## src/rtl/buf_irq_pkg.sv

```systemverilog
`timescale 1ns/1ps
package buf_irq_pkg;
  // Role a flag bit plays in the current mode
  typedef enum logic [1:0] {
    ROLE_BUF   = 2'd0,  // ordinary buffer completion flag
    ROLE_OVF   = 2'd1,  // receive FIFO overflow flag
    ROLE_AVAIL = 2'd2,  // FIFO data-available level (DMA FIFO mode)
    ROLE_OFF   = 2'd3   // unused, held at zero
  } bit_role_e;
endpackage

```

## src/rtl/buf_irq_mode_dec.sv

```systemverilog
`timescale 1ns/1ps
module buf_irq_mode_dec
  import buf_irq_pkg::*;
#(
  parameter int NUM_BUF   = 32,
  parameter int FIFO_SPAN = 8,
  parameter int OVF_BIT   = 7,
  parameter int AVAIL_BIT = 5
) (
  input  logic      fifo_en,
  input  logic      dma_en,
  output bit_role_e role_o [NUM_BUF],
  output logic [NUM_BUF-1:0] irq_keep_o,
  output logic      fifo_dma_o
);
  assign fifo_dma_o = fifo_en & dma_en;

  for (genvar i = 0; i < NUM_BUF; i++) begin : g_bit
    if (i < FIFO_SPAN) begin : g_low
      always_comb begin
        if (fifo_dma_o) begin
          role_o[i]     = (i == AVAIL_BIT) ? ROLE_AVAIL : ROLE_OFF;
          irq_keep_o[i] = 1'b0;
        end else begin
          role_o[i]     = (fifo_en && i == OVF_BIT) ? ROLE_OVF : ROLE_BUF;
          irq_keep_o[i] = 1'b1;
        end
      end
    end else begin : g_high
      assign role_o[i]     = ROLE_BUF;
      assign irq_keep_o[i] = 1'b1;
    end
  end
endmodule

```

## src/rtl/buf_irq_flag_bank.sv

```systemverilog
`timescale 1ns/1ps
module buf_irq_flag_bank
  import buf_irq_pkg::*;
#(
  parameter int NUM_BUF = 32,
  localparam int IDX_W  = $clog2(NUM_BUF)
) (
  input  logic               clk,
  input  logic               rst_n,
  input  bit_role_e          role_i [NUM_BUF],
  input  logic [IDX_W-1:0]   max_idx,
  input  logic [NUM_BUF-1:0] evt_done,
  input  logic               fifo_ovf,
  input  logic               fifo_avail,
  input  logic               clr_en,
  input  logic [NUM_BUF-1:0] clr_data,
  output logic [NUM_BUF-1:0] flags_o
);
  for (genvar i = 0; i < NUM_BUF; i++) begin : g_flag
    localparam logic [IDX_W-1:0] IDX = IDX_W'(i);
    logic set_ev;
    logic clr_hit;

    assign clr_hit = clr_en & clr_data[i];

    always_comb begin
      case (role_i[i])
        ROLE_BUF: set_ev = evt_done[i] & (IDX <= max_idx);
        ROLE_OVF: set_ev = fifo_ovf;
        default:  set_ev = 1'b0;
      endcase
    end

    always_ff @(posedge clk or negedge rst_n) begin
      if (!rst_n) begin
        flags_o[i] <= 1'b0;
      end else begin
        case (role_i[i])
          ROLE_OFF:   flags_o[i] <= 1'b0;
          ROLE_AVAIL: flags_o[i] <= fifo_avail;
          default:    flags_o[i] <= set_ev | (flags_o[i] & ~clr_hit);
        endcase
      end
    end
  end
endmodule

```

## src/rtl/buf_irq_mask_reg.sv

```systemverilog
`timescale 1ns/1ps
module buf_irq_mask_reg #(
  parameter int NUM_BUF = 32
) (
  input  logic               clk,
  input  logic               rst_n,
  input  logic               wr_en,
  input  logic [NUM_BUF-1:0] wr_data,
  output logic [NUM_BUF-1:0] mask_o
);
  always_ff @(posedge clk or negedge rst_n) begin
    if (!rst_n)     mask_o <= '0;
    else if (wr_en) mask_o <= wr_data;
  end
endmodule

```

## src/rtl/buf_irq_out.sv

```systemverilog
`timescale 1ns/1ps
module buf_irq_out #(
  parameter int NUM_BUF   = 32,
  parameter int AVAIL_BIT = 5
) (
  input  logic               clk,
  input  logic               rst_n,
  input  logic [NUM_BUF-1:0] flags_i,
  input  logic [NUM_BUF-1:0] mask_i,
  input  logic [NUM_BUF-1:0] keep_i,
  input  logic               fifo_dma_i,
  input  logic               flush_wr_i,
  output logic               irq_o,
  output logic               dma_req_o,
  output logic               flush_o
);
  assign irq_o     = |(flags_i & mask_i & keep_i);
  assign dma_req_o = fifo_dma_i & flags_i[AVAIL_BIT];

  always_ff @(posedge clk or negedge rst_n) begin
    if (!rst_n) flush_o <= 1'b0;
    else        flush_o <= fifo_dma_i & flush_wr_i;
  end
endmodule

```

## src/rtl/buf_irq_flags.sv

```systemverilog
`timescale 1ns/1ps
module buf_irq_flags
  import buf_irq_pkg::*;
#(
  parameter int NUM_BUF   = 32,
  parameter int FIFO_SPAN = 8,
  parameter int OVF_BIT   = 7,
  parameter int AVAIL_BIT = 5,
  parameter int FLUSH_BIT = 0,
  localparam int IDX_W    = $clog2(NUM_BUF)
) (
  input  logic               clk,
  input  logic               rst_n,
  input  logic               fifo_en,
  input  logic               dma_en,
  input  logic [IDX_W-1:0]   max_idx,
  input  logic [NUM_BUF-1:0] evt_done,
  input  logic               fifo_ovf,
  input  logic               fifo_avail,
  input  logic               wr_en,
  input  logic [NUM_BUF-1:0] wr_data,
  input  logic               mask_wr_en,
  input  logic [NUM_BUF-1:0] mask_wr_data,
  output logic [NUM_BUF-1:0] flags_rd,
  output logic [NUM_BUF-1:0] mask_rd,
  output logic               irq,
  output logic               dma_req,
  output logic               fifo_flush
);
  bit_role_e          role [NUM_BUF];
  logic [NUM_BUF-1:0] irq_keep;
  logic               fifo_dma;

  buf_irq_mode_dec #(
    .NUM_BUF(NUM_BUF), .FIFO_SPAN(FIFO_SPAN),
    .OVF_BIT(OVF_BIT), .AVAIL_BIT(AVAIL_BIT)
  ) u_dec (
    .fifo_en(fifo_en), .dma_en(dma_en),
    .role_o(role), .irq_keep_o(irq_keep), .fifo_dma_o(fifo_dma)
  );

  buf_irq_flag_bank #(.NUM_BUF(NUM_BUF)) u_bank (
    .clk(clk), .rst_n(rst_n), .role_i(role), .max_idx(max_idx),
    .evt_done(evt_done), .fifo_ovf(fifo_ovf), .fifo_avail(fifo_avail),
    .clr_en(wr_en), .clr_data(wr_data), .flags_o(flags_rd)
  );

  buf_irq_mask_reg #(.NUM_BUF(NUM_BUF)) u_mask (
    .clk(clk), .rst_n(rst_n), .wr_en(mask_wr_en),
    .wr_data(mask_wr_data), .mask_o(mask_rd)
  );

  buf_irq_out #(.NUM_BUF(NUM_BUF), .AVAIL_BIT(AVAIL_BIT)) u_out (
    .clk(clk), .rst_n(rst_n), .flags_i(flags_rd), .mask_i(mask_rd),
    .keep_i(irq_keep), .fifo_dma_i(fifo_dma),
    .flush_wr_i(wr_en & wr_data[FLUSH_BIT]),
    .irq_o(irq), .dma_req_o(dma_req), .flush_o(fifo_flush)
  );
endmodule

```

## config.mk

```make
export PLATFORM = sky130hd
export DESIGN_NAME = buf_irq_flags
export DESIGN_NICKNAME = d
export VERILOG_FILES = /design/src/rtl/buf_irq_pkg.sv /design/src/rtl/buf_irq_mode_dec.sv /design/src/rtl/buf_irq_flag_bank.sv /design/src/rtl/buf_irq_mask_reg.sv /design/src/rtl/buf_irq_out.sv /design/src/rtl/buf_irq_flags.sv
export SDC_FILE = /design/constraint.sdc
export NUM_CORES = 1
export LEC_CHECK = 0
export ABC_AREA = 1
export BUFFER_PORTS_ARGS = -buffer_cell sky130_fd_sc_hd__buf_4
export CORE_AREA = 2 2 100 102
export DETAILED_ROUTE_END_ITERATION = 8
export DIE_AREA = 0 0 102 104
export PLACE_DENSITY = 0.8
export SETUP_SLACK_MARGIN = 0.02
export SYNTH_ARGS = -nofsm -noshare
export SYNTH_HDL_FRONTEND = slang
export SYNTH_HIERARCHICAL = 1
export SYNTH_SLANG_ARGS = --single-unit
```

## constraint.sdc

```tcl
create_clock -name clk -period 1.2 [get_ports clk]
set_clock_uncertainty 0.05 [all_clocks]
set_input_delay 0.24 -clock clk [delete_from_list [all_inputs] [get_ports clk]]
set_output_delay 0.24 -clock clk [all_outputs]
set_load 0.05 [all_outputs]
```

Yosys cells after proc, flatten, opt, wreduce, memory -nomap -nowiden
Index checks and enable logic that the tools add are counted.

Register bits after elaboration: 65. Latch bits: 0. RAM bits: 0. ROM bits: 0. Bits of input ports: 109. Output and inout port bits: 67. Memories kept: 0.

$add $sub $neg: 0. Multiply operators: 0. Divide/modulo/power cells: 0. Order comparisons: 32. Eq/ne operators: 9. Shift operators: 0. Multiplexer cells: 21. Bitwise gates (word level): 165. Reduce and logical (&&, ||, !) cells: 4.

Operators by type and width (number): 1-bit bitwise AND (99); 5-bit less-or-equal comparator, first input constant (16); 32-bit bitwise AND (2); 4-bit by 5-bit less-or-equal comparator with 1-bit output, first input constant (8); 1-bit NOT (32); 1-bit OR (32); 1-bit case mux with 2 select lines (16); 32-bit OR reduction (1); 3-bit by 5-bit less-or-equal comparator with 1-bit output, first input constant (4); 2-bit == test, second input constant (6); 1-bit by 5-bit less-or-equal comparator with 1-bit output, first input constant (2); 2-bit by 5-bit less-or-equal comparator with 1-bit output, first input constant (2); 2-bit by 1-bit == test with 1-bit output, second input constant (3); 2-bit zero test (3); 2-bit two-way mux (3); 1-bit two-way mux (2).

Longest topological paths before layout
Depth after elaboration: 6. Depth in mapped cells: 8.

By module
Netlist, hierarchy kept.

Modules (own cells, without submodules): buf_irq_flag_bank (times used 1, cells each 413, area an instance 2449.8 um^2); buf_irq_mask_reg (times used 1, cells each 136, area an instance 1292.5 um^2); buf_irq_mode_dec (times used 1, cells each 99, area an instance 726.9 um^2); buf_irq_out (times used 1, cells each 68, area an instance 316.6 um^2); buf_irq_flags (times used 1, cells each 2, area an instance 7.5 um^2).

Worst setup path before layout
OpenSTA, ideal clock, no wires.

Path kind: register -> output. Start: register u_mask.mask_o[1]. End: output port irq. Data arrival time: 1.297 ns. Path slack: -0.387 ns. Stages on the path, launching flop included: 7. Path buffers: 0. Cell sequence: dfrtp_1 > nand3_1 > nand2_1 > nor2_1 > nand2_1 > nor2_1 > nand2_1.

Word-level cells in the longest chain between the ends: 3.

Ends and longest elaborated chain: start, declared (RTL line buf_irq_mask_reg.sv:9) `output logic [NUM_BUF-1:0] mask_o`; start signal, assigned (RTL line buf_irq_mask_reg.sv:13) `else if (wr_en) mask_o <= wr_data;`; 32-bit bitwise AND (2 in a row) (RTL line buf_irq_out.sv:17) `assign irq_o = |(flags_i & mask_i & keep_i);`; 32-bit OR reduction (RTL line buf_irq_out.sv:17); end, declared (RTL line buf_irq_flags.sv:26) `output logic irq,`.

No other way between the ends.

Worst setup path after layout
Start: register u_mask.mask_o[13]. End: output port irq.

Same word-level chain as after synthesis.

==> impl_results.md <==
- Internal power: 5330 µW
- Placed Area: 6400 µm²
- Required time worst endpoint: 0.91 ns
- Failing checks: negative setup slack
- Clock slew at reported path FFs: 0.10 ns
- Initial DRC Count: 600
- Synth Flop Type: dfrtp_1
- # H-tree levels: 3
- Worst Path Max Fanout: 2
- DRT Pass-1 Iters: 7
- Flops & latches, synth: 65
- CP Capture Type: output port
- Largest net degree at the start of global routing: 66
- Power Density: 1130 nW/µm²
- Fin crit period: 1.93 ns
- Gpl congestion: 0.898
- Fin cells: 1097
- NumNets Final: 1068
- Initial antenna violation count: 0
- Max Root-Sink Buffers: 2
- DRC Markers: 0
- Leakage: 0.00401 µW
- Cells after synthesis: 718
- DIE HEIGHT: 104 µm
- Synth cell count leaders: nand2_1, buf_4, dfrtp_1
- Total CTS buffers: 9
- Sequential share of power: 31.4%
- Hold Vio Cnt, Final: 0
- First-pass GRT wire length: 26900 µm
- Die X: 102 µm
- Worst slack, placed: -0.252 ns
- CTS Sinks: 65
- Max_cap viols: 0
- HP Class: in2reg
- Synth warn: 6
- Syn Area/Cell: 6.68 µm²
- Initial Utilization: 50.2%
- Diode count: 0
- Unique cell type count in the Yosys netlist: 28
- CP arrival: 1.64 ns
- DP Cell Count: 1059
- Die area: 10600 µm²
- Core area: 9550 µm²
- Fin area: 7640 µm²
- Overall Global Routing Usage: 33.4%
- Top-count cell post-synth: nand2_1
- TritonCTS clock tree: yes
- Fin worst setup slack: -0.727 ns
- Routed length per instance: 18.7 µm
- Ys async rst share: 100%
- Vias per inst: 5.22
- Number of global-route vias before repair: 5257
- Final slew viol count: 0
- Largest cells by area after synthesis: dfrtp_1, nand2_1, buf_4
- Reg2reg setup slack: -0.01 ns
- Logic pwr share: 43.1%
- Period utilisation layout: 161%
- Share of layout cells above drive strength 1: 41.2%
- Grt ovf: 0
- Max Clk Rate: 519 MHz
- Setup TNS: -11.29 ns
- Sw frac: 38.1%
- Detailed-route via count: 5729
- Total Wirelength: 20500 µm
- Synth area leader: dfrtp_1
- Synth-to-layout area growth: 59.4%
- Startpoint Class: flip-flop
- Cell area after synthesis: 4790 µm²
- VDD IR max: 0.644 mV
- Switch Pwr: 3290 µW
- # port buffers: 175
- Row cnt: 36
- Clock Root Buffer: clkbuf_8
- RSZ-0062 raised after global routing: yes
- Final ANT Viol Nets: 0
- Crit path kind: reg2out
- Final setup vio count: 68
- I/O pin count: 176
- Outcome: finished, violations left
- Share of Yosys cell area claimed by the top area cell type: 33.9%
- Post-synth EDFFs: 0
- Hpwl dp: 11500 µm
- Skew-Pair Late Insertion Delay: 0.36 ns
- Hold slack: 0.0387 ns
- Register area share after synthesis: 33.9%
- Clock group share of total power: 25.6%
==> layer usage <==
layer  wire [µm]  part of all wire, %  global-route usage (%)
met1        7450                   36                    40.8
met2        9740                   48                    56.0
met3        1880                  9.2                    5.98
met4        1420                  6.9                    16.0
met5           0                    0                       0
==> cells by family (layout without fill, tap and decap cells) <==
family | after synthesis | count (layout) | synth area share (%)
DFF | 65 | 65 | 33.9
other | 2 | 73 | 0.157
buffers and inverters | 180 | 355 | 23.6
AOI/OAI and AO/OA | 75 | 75 | 8.77
and+or+nand+nor | 396 | 396 | 33.6
==> critical path: stages (launching register included) <==
cell and delay, ns:
dfrtp_2 0.50, nand3_2 0.10, nand2_1 0.08, nor2_1 0.15, nand2_1 0.07, nor2_1 0.12
nand2_2 0.08, buf_8 0.15
==> cell usage in the layout (no fill, tap or decap), types with 3 or more instances in the layout <==
master,synthesis,routed
buf_12,1,8
nor2_1,60,55
o21ai_1,1,3
a21oi_1,42,42
inv_1,64,63
a21o_1,6,6
a21boi_0,8,6
nand3_1,55,36
nand2_1,264,259
dfrtp_2,0,64
buf_6,5,69
conb_1,2,73
o21ai_0,13,11
nand2_2,11,15
inv_2,3,3
buf_8,0,61
buf_4,94,132
clkbuf_8,3,10
nor2_2,1,6
nand3_2,0,19
==> registers in the layout (all words and copies together), names as in the netlist <==
name	count
u_bank/flags_o	32
u_mask/mask_o	32
u_out/flush_o	1
==> cell type report <==
type / instances / area, µm²
tap: 133 / 166
clock buffer: 11 / 141
clock inverter: 5 / 78.8
timing repair buffer: 271 / 2850
inverter: 68 / 267
fill: 576 / 1910
multi-input combinational: 544 / 2430
sequential: 65 / 1710
==> worst paths after layout <==
check | start | end | cells past startpoint
worst min-delay path | mask_wr_data[30] | u_mask/mask_o[30]$_DFFE_PN0P_ | 3
max in group asynchronous | rst_n | u_bank/flags_o[19]$_DFF_PN0_ | 3
worst max register to register | u_bank/flags_o[20]$_DFF_PN0_ | u_bank/flags_o[20]$_DFF_PN0_ | 7
worst max-delay path | u_mask/mask_o[13]$_DFFE_PN0P_ | irq | 7
worst min register to register | u_mask/mask_o[24]$_DFFE_PN0P_ | u_mask/mask_o[24]$_DFFE_PN0P_ | 3
min in group asynchronous | rst_n | u_mask/mask_o[13]$_DFFE_PN0P_ | 3
==> per-stage QoR <==
| step | power (µW) | util [%] |
|---|---|---|
| 2_1_floorplan | 4380 | - |
| 3_3_place_gp | 5410 | 67.0 |
| 3_5_place_dp | 5440 | 67.0 |
| 4_1_cts | 8120 | 77.7 |
| 5_1_grt | 8850 | 80.0 |
| 6_report | 8620 | 80.0 |
==> power by group through the flow <==
stage / registers [µW] / logic (µW) / clock network (µW)
floorplan: 3420 / 963 / 0
global placement: 2650 / 2760 / 0
detailed placement: 2660 / 2780 / 0
CTS: 2660 / 3340 / 2120
global route: 2710 / 3860 / 2280
finish: 2700 / 3710 / 2210
==> what timing repair did <==
action                                 4_1_cts  5_1_grt
gates resized for setup                    194       46
hold buffers                                 1        0
pin swaps                                    5        8
setup endpoints to repair                   67       69
endpoints found under the hold margin       65        0
setup buffers                               14       29
No activity file was read; power rests on OpenSTA's default activity.
